### config.mk
export PLATFORM = sky130hd
export DESIGN_NAME = sinc3_decimator
export DESIGN_NICKNAME = d
export VERILOG_FILES = /design/src/rtl/sinc3_pkg.sv /design/src/rtl/sinc3_mclk_div.sv /design/src/rtl/sinc3_sample_tick.sv /design/src/rtl/sinc3_core.sv /design/src/rtl/sinc3_decimator.sv
export SDC_FILE = /design/constraint.sdc
export NUM_CORES = 1
export LEC_CHECK = 0
export ABC_AREA = 1
export BUFFER_PORTS_ARGS = -buffer_cell sky130_fd_sc_hd__buf_2
export CORE_ASPECT_RATIO = 1.25
export CORE_MARGIN = 2
export CORE_UTILIZATION = 45
export DETAILED_ROUTE_END_ITERATION = 10
export SLEW_MARGIN = 5
export SYNTH_ARGS = -nofsm -noshare
export SYNTH_HDL_FRONTEND = slang
export SYNTH_SLANG_ARGS = --single-unit
### constraint.sdc
create_clock -name clk -period 9.8 [get_ports clk]
set_clock_uncertainty 0.2 [all_clocks]
set_input_delay 0.98 -clock clk [delete_from_list [all_inputs] [get_ports clk]]
set_output_delay 0.98 -clock clk [all_outputs]
set_load 0.05 [all_outputs]
### src/rtl/sinc3_pkg.sv
package sinc3_pkg;

  // Filter order and the strobe divisor shared by all units
  localparam int ORDER_DEF  = 3;
  localparam int OSR_DEF    = 128;
  localparam int SETTLE_CNT = 3;

  // Number of significant bits of a value; for v = R-1 this equals ceil(log2 R)
  function automatic int unsigned bit_len(input logic [31:0] v);
    int unsigned n;
    n = 0;
    for (int i = 0; i < 32; i++) begin
      if (v[i]) n = i + 1;
    end
    return n;
  endfunction

endpackage

### src/rtl/sinc3_mclk_div.sv
module sinc3_mclk_div #(
  parameter int DIV_W = 8
) (
  input  logic             clk,
  input  logic             rst_n,
  input  logic             run,
  input  logic [DIV_W-1:0] div_act,
  output logic             mclk_en
);

  logic [DIV_W-1:0] cnt_q;

  assign mclk_en = run && (cnt_q >= div_act);

  always_ff @(posedge clk or negedge rst_n) begin
    if (!rst_n) begin
      cnt_q <= '0;
    end else if (!run || mclk_en) begin
      cnt_q <= '0;
    end else begin
      cnt_q <= cnt_q + 1'b1;
    end
  end

endmodule

### src/rtl/sinc3_sample_tick.sv
module sinc3_sample_tick #(
  parameter int OSR = 128
) (
  input  logic clk,
  input  logic rst_n,
  input  logic run,
  input  logic mclk_en,
  output logic stb
);

  localparam int CW = (OSR > 1) ? $clog2(OSR) : 1;
  localparam logic [CW-1:0] LAST = CW'(OSR - 1);

  logic [CW-1:0] cnt_q;

  assign stb = run && mclk_en && (cnt_q == LAST);

  always_ff @(posedge clk or negedge rst_n) begin
    if (!rst_n) begin
      cnt_q <= '0;
    end else if (!run) begin
      cnt_q <= '0;
    end else if (mclk_en) begin
      cnt_q <= (cnt_q == LAST) ? '0 : cnt_q + 1'b1;
    end
  end

endmodule

### src/rtl/sinc3_core.sv
module sinc3_core
  import sinc3_pkg::*;
#(
  parameter int DECI_W = 11,
  parameter int OUT_W  = 24,
  parameter int ORDER  = 3
) (
  input  logic                    clk,
  input  logic                    rst_n,
  input  logic                    run,
  input  logic                    stb,
  input  logic                    mod_bit,
  input  logic [DECI_W-1:0]       deci_act,
  input  logic                    ratio_chg,
  output logic                    period_end,
  output logic signed [OUT_W-1:0] word_q,
  output logic                    rdy_q,
  output logic                    settled_q
);

  // One sign bit, one headroom bit, ORDER*DECI_W growth bits
  localparam int ACC_W  = ORDER * DECI_W + 2;
  localparam int WIDE_W = ACC_W + OUT_W;
  localparam logic signed [WIDE_W-1:0] W_MAX = {{(ACC_W + 1){1'b0}}, {(OUT_W - 1){1'b1}}};
  localparam logic signed [WIDE_W-1:0] W_MIN = {{(ACC_W + 1){1'b1}}, {(OUT_W - 1){1'b0}}};

  // Rescale a raw filter sum to the output width with saturation
  function automatic logic signed [OUT_W-1:0] scale_word(
    input logic signed [ACC_W-1:0] v,
    input int unsigned             l
  );
    logic signed [WIDE_W-1:0] w;
    int sh;
    w  = WIDE_W'(v);
    sh = ORDER * int'(l);
    if (sh <= OUT_W - 1) w = w <<< (OUT_W - 1 - sh);
    else                 w = w >>> (sh - (OUT_W - 1));
    if (w > W_MAX) return W_MAX[OUT_W-1:0];
    if (w < W_MIN) return W_MIN[OUT_W-1:0];
    return w[OUT_W-1:0];
  endfunction

  logic signed [ACC_W-1:0] integ_q [ORDER];
  logic signed [ACC_W-1:0] integ_nx[ORDER];
  logic signed [ACC_W-1:0] dly_q   [ORDER];
  logic signed [ACC_W-1:0] comb_v  [ORDER];
  logic signed [ACC_W-1:0] x_pm;
  logic [DECI_W-1:0]       dcnt_q;
  logic [1:0]              wcnt_q;

  assign x_pm       = mod_bit ? ACC_W'(1) : {ACC_W{1'b1}};
  assign period_end = stb && (dcnt_q >= deci_act);

  // Integrator chain: each stage adds the fresh value of the stage before
  always_comb begin
    integ_nx[0] = integ_q[0] + x_pm;
    for (int k = 1; k < ORDER; k++) begin
      integ_nx[k] = integ_q[k] + integ_nx[k-1];
    end
  end

  // Comb chain at the decimated rate, delay of one decimated sample
  always_comb begin
    comb_v[0] = integ_nx[ORDER-1] - dly_q[0];
    for (int k = 1; k < ORDER; k++) begin
      comb_v[k] = comb_v[k-1] - dly_q[k];
    end
  end

  always_ff @(posedge clk or negedge rst_n) begin
    if (!rst_n) begin
      for (int k = 0; k < ORDER; k++) begin
        integ_q[k] <= '0;
        dly_q[k]   <= '0;
      end
      dcnt_q    <= '0;
      wcnt_q    <= '0;
      word_q    <= '0;
      rdy_q     <= 1'b0;
      settled_q <= 1'b0;
    end else if (!run) begin
      for (int k = 0; k < ORDER; k++) begin
        integ_q[k] <= '0;
        dly_q[k]   <= '0;
      end
      dcnt_q    <= '0;
      wcnt_q    <= '0;
      word_q    <= '0;
      rdy_q     <= 1'b0;
      settled_q <= 1'b0;
    end else begin
      rdy_q <= period_end;
      if (stb) begin
        for (int k = 0; k < ORDER; k++) integ_q[k] <= integ_nx[k];
        dcnt_q <= period_end ? '0 : dcnt_q + 1'b1;
      end
      if (period_end) begin
        dly_q[0] <= integ_nx[ORDER-1];
        for (int k = 1; k < ORDER; k++) dly_q[k] <= comb_v[k-1];
        word_q    <= scale_word(comb_v[ORDER-1], bit_len(32'(deci_act)));
        settled_q <= (wcnt_q == 2'(SETTLE_CNT));
        if (ratio_chg)                       wcnt_q <= '0;
        else if (wcnt_q != 2'(SETTLE_CNT))   wcnt_q <= wcnt_q + 1'b1;
      end
    end
  end

endmodule

### src/rtl/sinc3_decimator.sv
module sinc3_decimator
  import sinc3_pkg::*;
#(
  parameter int DIV_W  = 8,
  parameter int DECI_W = 11,
  parameter int OUT_W  = 24,
  parameter int OSR    = OSR_DEF,
  parameter int ORDER  = ORDER_DEF
) (
  input  logic                    clk,
  input  logic                    rst_n,
  input  logic                    en,
  input  logic [DIV_W-1:0]        div_val,
  input  logic [DECI_W-1:0]       deci_val,
  input  logic                    mod_bit,
  output logic                    sample_stb,
  output logic signed [OUT_W-1:0] word_out,
  output logic                    word_rdy,
  output logic                    word_settled
);

  logic [DIV_W-1:0]  div_act;
  logic [DECI_W-1:0] deci_act;
  logic              mclk_en;
  logic              period_end;
  logic              ratio_chg;

  assign ratio_chg = (deci_val != deci_act);

  // Settings are adopted when idle or at a decimation boundary
  always_ff @(posedge clk or negedge rst_n) begin
    if (!rst_n) begin
      div_act  <= '0;
      deci_act <= '0;
    end else if (!en || period_end) begin
      div_act  <= div_val;
      deci_act <= deci_val;
    end
  end

  sinc3_mclk_div #(.DIV_W(DIV_W)) u_div (
    .clk     (clk),
    .rst_n   (rst_n),
    .run     (en),
    .div_act (div_act),
    .mclk_en (mclk_en)
  );

  sinc3_sample_tick #(.OSR(OSR)) u_tick (
    .clk     (clk),
    .rst_n   (rst_n),
    .run     (en),
    .mclk_en (mclk_en),
    .stb     (sample_stb)
  );

  sinc3_core #(.DECI_W(DECI_W), .OUT_W(OUT_W), .ORDER(ORDER)) u_core (
    .clk        (clk),
    .rst_n      (rst_n),
    .run        (en),
    .stb        (sample_stb),
    .mod_bit    (mod_bit),
    .deci_act   (deci_act),
    .ratio_chg  (ratio_chg),
    .period_end (period_end),
    .word_q     (word_out),
    .rdy_q      (word_rdy),
    .settled_q  (word_settled)
  );

endmodule

* Yosys cells after proc, flatten, opt, wreduce, memory -nomap -nowiden
Cells that the tools add are included. Widths: inputs -> output; s select.
Storage, ports and cells: output and inout port bits 27, register bits 283, bits in latches 0, word-level logic and storage cells 99, RAM bits 0, memories 0, ROM bits 0
Cells by class: reductions and logical operators 8, multiplexer cells 48, multiply operators 1, eq/ne operators 8, divide/modulo/power cells 0, shift operators 2, order comparisons 5, add/sub/neg operators 12, bitwise operators 0
Operator list (count):
- $mux 105 | 4
- $mux 59 | 3
- $mux 24 | 6
- $add 35x35->35 | 3
- $sub 35x35->35 | 3
- $mux 32 | 2
- $gt 59x24->1 const B | 1
- $lt 59x24->1 const B | 1
- $sshl 35x32->59 | 1
- $sshr 35x32->59 | 1
- $mux 35 | 1
- $mux 11 | 3
- $le 32x6->1 const B | 1
- $mul 3x32->32 const A | 1
- $sub 32x6->32 const B | 1
- $sub 6x32->32 const A | 1
- $mux 7 | 3
- $mux 4 | 4
- $mux 2 | 6
- $mux 3 | 4
- $add 11x1->11 const B | 1
- $ge 11x11->1 | 1
- $mux 1 | 11
- $ne 11x11->1 | 1
- other kinds (14) | 20

* Depth between registers and ports, before layout
word-level depth 30, mapped depth 88, depth with buffers taken out 87

* By module
A second synthesis with hierarchy kept.
Second synthesis, totals: cells, all modules 3781, area, all modules 26157.6 um^2
Modules (own cells, without submodules):
- sinc3_core | area an instance 24227.0 um^2, cells an instance 3555, seq. area each 6231.0 um^2, instances 1
- sinc3_decimator | area an instance 927.1 um^2, cells an instance 97, seq. area each 475.5 um^2, instances 1
- sinc3_mclk_div | area an instance 599.3 um^2, cells an instance 73, seq. area each 200.2 um^2, instances 1
- sinc3_sample_tick | area an instance 404.1 um^2, cells an instance 56, seq. area each 175.2 um^2, instances 1

* Worst setup path after synthesis
OpenSTA, ideal clock, no wires.
path type input -> register, from in mod_bit, to reg u_core.word_q[3], path slack -2.228 ns, stages on the path 75, buffers on the path 2, arrival 11.710 ns, required time 9.482 ns, cell sequence inv_1 -> ha_1 -> a21oi_1 -> inv_1 -> a31oi_1 -> o21ai_0 -> xor2_1 -> ha_1 -> inv_1 -> nor4_1 -> nand2_1 -> nand2_1 -> nand2_1 -> nand2_1 -> a21oi_1 -> o21ai_1 -> a21boi_0 -> o21ai_1 -> [39 not listed] -> nand3_2 -> nand3_4 -> buf_6 -> nand3_1 -> nand2_1 -> nand2_1 -> nand3_1 -> nand3_1 -> nand3_1 -> a21oi_1 -> nand2_1 -> nor2_1 -> nand3_1 -> o21ai_4 -> buf_6 -> nand2_1 -> nand2_1 -> nand2_1
On the way: longest elaborated chain between the ends 20, elaborated cells on any way between the ends 26
RTL lines:
- start: declaration | line sinc3_decimator.sv:15 | input logic mod_bit,
- $mux 35 * | line sinc3_core.sv:51 | assign x_pm = mod_bit ? ACC_W'(1) : {ACC_W{1'b1}};
- $add 35x35->35 * | line sinc3_core.sv:56 | integ_nx[0] = integ_q[0] + x_pm;
- $add 35x35->35 * (2 in series) | line sinc3_core.sv:58 | integ_nx[k] = integ_q[k] + integ_nx[k-1];
- $sub 35x35->35 * | line sinc3_core.sv:64 | comb_v[0] = integ_nx[ORDER-1] - dly_q[0];
- $sub 35x35->35 * (2 in series) | line sinc3_core.sv:66 | comb_v[k] = comb_v[k-1] - dly_q[k];
- $sshr 35x32->59 or $sshl 35x32->59 (tied branches) | line sinc3_core.sv:37, sinc3_core.sv:36
- $mux 59 * | line sinc3_core.sv:36 | if (sh <= OUT_W - 1) w = w <<< (OUT_W - 1 - sh);
- $mux 59 * | line sinc3_core.sv:97 | if (period_end) begin
- $mux 59 * | line sinc3_core.sv:81 | end else if (!run) begin
- $lt 59x24->1 | line sinc3_core.sv:39 | if (w < W_MIN) return W_MIN[OUT_W-1:0];
- $mux 1 (2 in series) | line sinc3_core.sv:39
- $mux 1 | line sinc3_core.sv:97
- $mux 1 | line sinc3_core.sv:81
- $mux 24 | line sinc3_core.sv:40 | return w[OUT_W-1:0];
- $mux 24 * | line sinc3_core.sv:39
- $mux 24 * | line sinc3_core.sv:97
- $mux 24 * | line sinc3_core.sv:81
- end signal: assignment | line sinc3_core.sv:100 | word_q <= scale_word(comb_v[ORDER-1], bit_len(32'(deci_act)));
- end: declaration | line sinc3_core.sv:16 | output logic signed [OUT_W-1:0] word_q,
Mark *: on every way between the ends. The rest lies on a longest branch, timed or not. The select of a mux whose other input is x is not followed. A chain may end at the register's enable or synchronous reset.

* Worst setup path after layout
from in mod_bit, to reg u_core.word_q[1]
The elaborated chain is that of the path after synthesis.

==> results_dict.tcl <==
set metrics [dict create \
    fin_area_mm2 0.0366 \
    criticalPathCategory "input port to flip-flop" \
    setup_viol 24 \
    die-area_mm2 0.0597 \
    num_antenna_cells 0 \
    drv_slew 0 \
    synthXorXnorAreaFrac 0.0698 \
    cp_max_fo 7 \
    synth-main-ff-cell "dfrtp_1" \
    seqCellArea_mm2 0.00708 \
    muxShareOfSynthArea 0.00771 \
    postRouteAntennaNets 0 \
    violations "setup timing" \
    critical_path_arrival_ns 12.12 \
    grt_max_degree 108 \
    wl_per_cell_um 16.0 \
    cts_sinks 283 \
    port_buffers 49 \
    multiInputGateArea_mm2 0.0191 \
    end_kind "flip-flop" \
    synthTopCellsByArea "dfrtp_1 (27%), nand2_1 (14%), ha_1 (11%)" \
    final.fill_count 5108 \
    hold_class "input port to async pin" \
    rsz0062_at_grt "true" \
    first_global_vias 27600 \
    post-route-period-util 1.21 \
    dpl_cell_area_mm2 0.0323 \
    start_util 0.454 \
    grt_overflow 0 \
    area_delta_synth_final_pct 40.9 \
    cp_slowest_cell "ha_1" \
    rr_startpoint "u_core.integ_q[71]" \
    die_h_um 273 \
    grt_pass1_wl_um 135000 \
    cp.required_ns 10.08 \
    reg2reg_depth 73 \
    drive_gt1_frac 0.308 \
    place.gp.congestion 1.02 \
    clkTransAtPathRegs_ns 0.06 \
    post-route-drc-count 0 \
    worstMarginPinSlew_ns 1.45 \
    synth.top_cell.area_share 0.273 \
    first_pass_iters 7 \
    synth_area_leader_cell "dfrtp_1" \
    synthCells 3758 \
    syn_avg_cell_area_um2 6.91 \
    synth_fa_ha_area_frac 0.119 \
    coreArea_mm2 0.0571 \
    drtIter0Drc 1453 \
    synth.distinct_cells 64 \
    synth_enable_flop_cells 0 \
    slowest_delay_ns 0.38 \
    wirelength_um 84400 \
    syn_area_mm2 0.0260 \
    slew-limit-headroom 0.0214 \
    timing.rr.end "u_core.word_q[1]" \
    synth_top_family_by_area "simple AND/OR/NAND/NOR gates" \
    htree_levels 2 \
    hpwl_um 59800 \
    clk_latency_ns 0.56 \
    holdBufCountCts 0 \
    ff2ff_setup_slack_ns -1.67 \
    worstSetupPathDepth 78 \
    fmax_mhz 84.5 \
    yosys.area_share.simple 0.250 \
    clock_tree.root_cell "clkbuf_16" \
    cp_top_family "compound AO/OA/AOI/OAI gates" \
    synth_fp_nets 4023 \
    fin_ws_ns -2.04 \
    cap_violations 0 \
    ios 50 \
    dieWidth_um 219 \
    finalSetupTns_ns -46.78 \
    path_buf_inv 18 \
    finalHoldViolations 0 \
    num_vias 27700 \
    ys_warn_count 0 \
    via_per_inst 5.24 \
    finalNetCount 4775 \
    cts_tree "done" \
    status "complete, but fails checks" \
    dp_slack_ns -2.74 \
    clk_path_buf_depth 3 \
    period_minus_slack_ns 11.84 \
    synth_compound_area_frac 0.196 \
    ys_seq_area_frac 0.273 \
    cp-start-kind "input port" \
    grt_usage 0.278 \
    antenna_found_initial 1 \
    cts_buffers 35 \
    ys_seq_elements 283 \
    synth-async-reset-ratio 1.00 \
    rows 98 \
]
kinds of logic (layout without fill, tap and decap cells):
kind of cell | after synthesis | in the layout
compound gates | 898 | 898
xor+xnor | 207 | 207
fa+ha+maj | 242 | 242
buf+inv | 567 | 1345
flops | 283 | 283
mux | 20 | 20
simple gates | 1541 | 1541
cell type report:
class	count	share of cell area
flip-flops and latches	283	0.193
inverters	425	0.0441
clock inverters	18	0.00738
multi-input cells	2908	0.522
well taps	750	0.0256
clock buffers	45	0.0266
repair buffers	857	0.180
cells in the mapped netlist, types with 17 or more instances:
cell type  instances
nand2_1          967
inv_1            417
o21ai_0          382
dfrtp_1          283
nand3_1          280
a21oi_1          265
ha_1             235
nor2_1           179
xor2_1           160
clkbuf_1          89
a22o_1            50
xnor2_1           47
o22ai_1           45
a31oi_1           31
buf_1             27
nand4_1           22
o21bai_1          22
mux2i_1           20
o21ai_1           19
or2_2             17
worst reg2reg max path, delay by kind of cell (launching register included):
kind,cells,cell delay (ns)
mux,1,0.21
compound gates,23,3.53
buf+inv,14,1.50
flops,1,0.38
xor+xnor,6,1.19
fa+ha+maj,6,2.02
simple gates,23,2.35
metrics by stage:
stage	utilization	instances	hold slack, ns
after floorplan	-	3758	0.241
after global placement	0.566	5133	0.259
after detailed placement	0.566	5133	0.264
after CTS	0.611	5251	0.249
after global routing	0.641	5286	0.283
final	0.641	5286	0.218
what timing repair did:
action	CTS	global route
resized for setup	173	335
pin swaps	67	214
endpoints found under the setup margin	24	25
buffers inserted	51	38
cloned	4	2
cell usage in the layout (no fill, tap or decap), drive strengths merged, types with 50 or more instances in the layout:
cell type and count:
inv 420, o21ai 402, ha 235, a21oi 265
xor2 160, nand2 987, nor2 181, nand3 293
buf 854, a22o 50, dfrtp 283
registers in the layout, indices dropped and copies added, names as in the netlist, 7 cells and up:
name / count
deci_act: 11
div_act: 8
u_core.dcnt_q: 11
u_core.dly_q: 105
u_core.integ_q: 105
u_core.word_q: 24
u_div.cnt_q: 8
u_tick.cnt_q: 7
layer usage:
metal | global-route usage | share of wire
met5 | 0 | 0.00015
met4 | 0.152 | 0.058
met3 | 0.0490 | 0.043
met2 | 0.504 | 0.50
met1 | 0.306 | 0.39
worst max-delay path by stage:
stage / start / endpoint / slack (ns)
2_1_floorplan: mod_bit / u_core.word_q[3] / -1.60
3_3_place_gp: mod_bit / u_core.word_q[2] / -2.59
3_5_place_dp: mod_bit / u_core.word_q[2] / -2.74
4_1_cts: mod_bit / u_core.word_q[7] / -1.74
5_1_grt: mod_bit / u_core.word_q[2] / -2.73
6_report: mod_bit / u_core.word_q[1] / -2.04
Power is left out: the tool's default activity adds up to more than one toggle a clock period on the data nets, which glitch-free logic cannot reach.
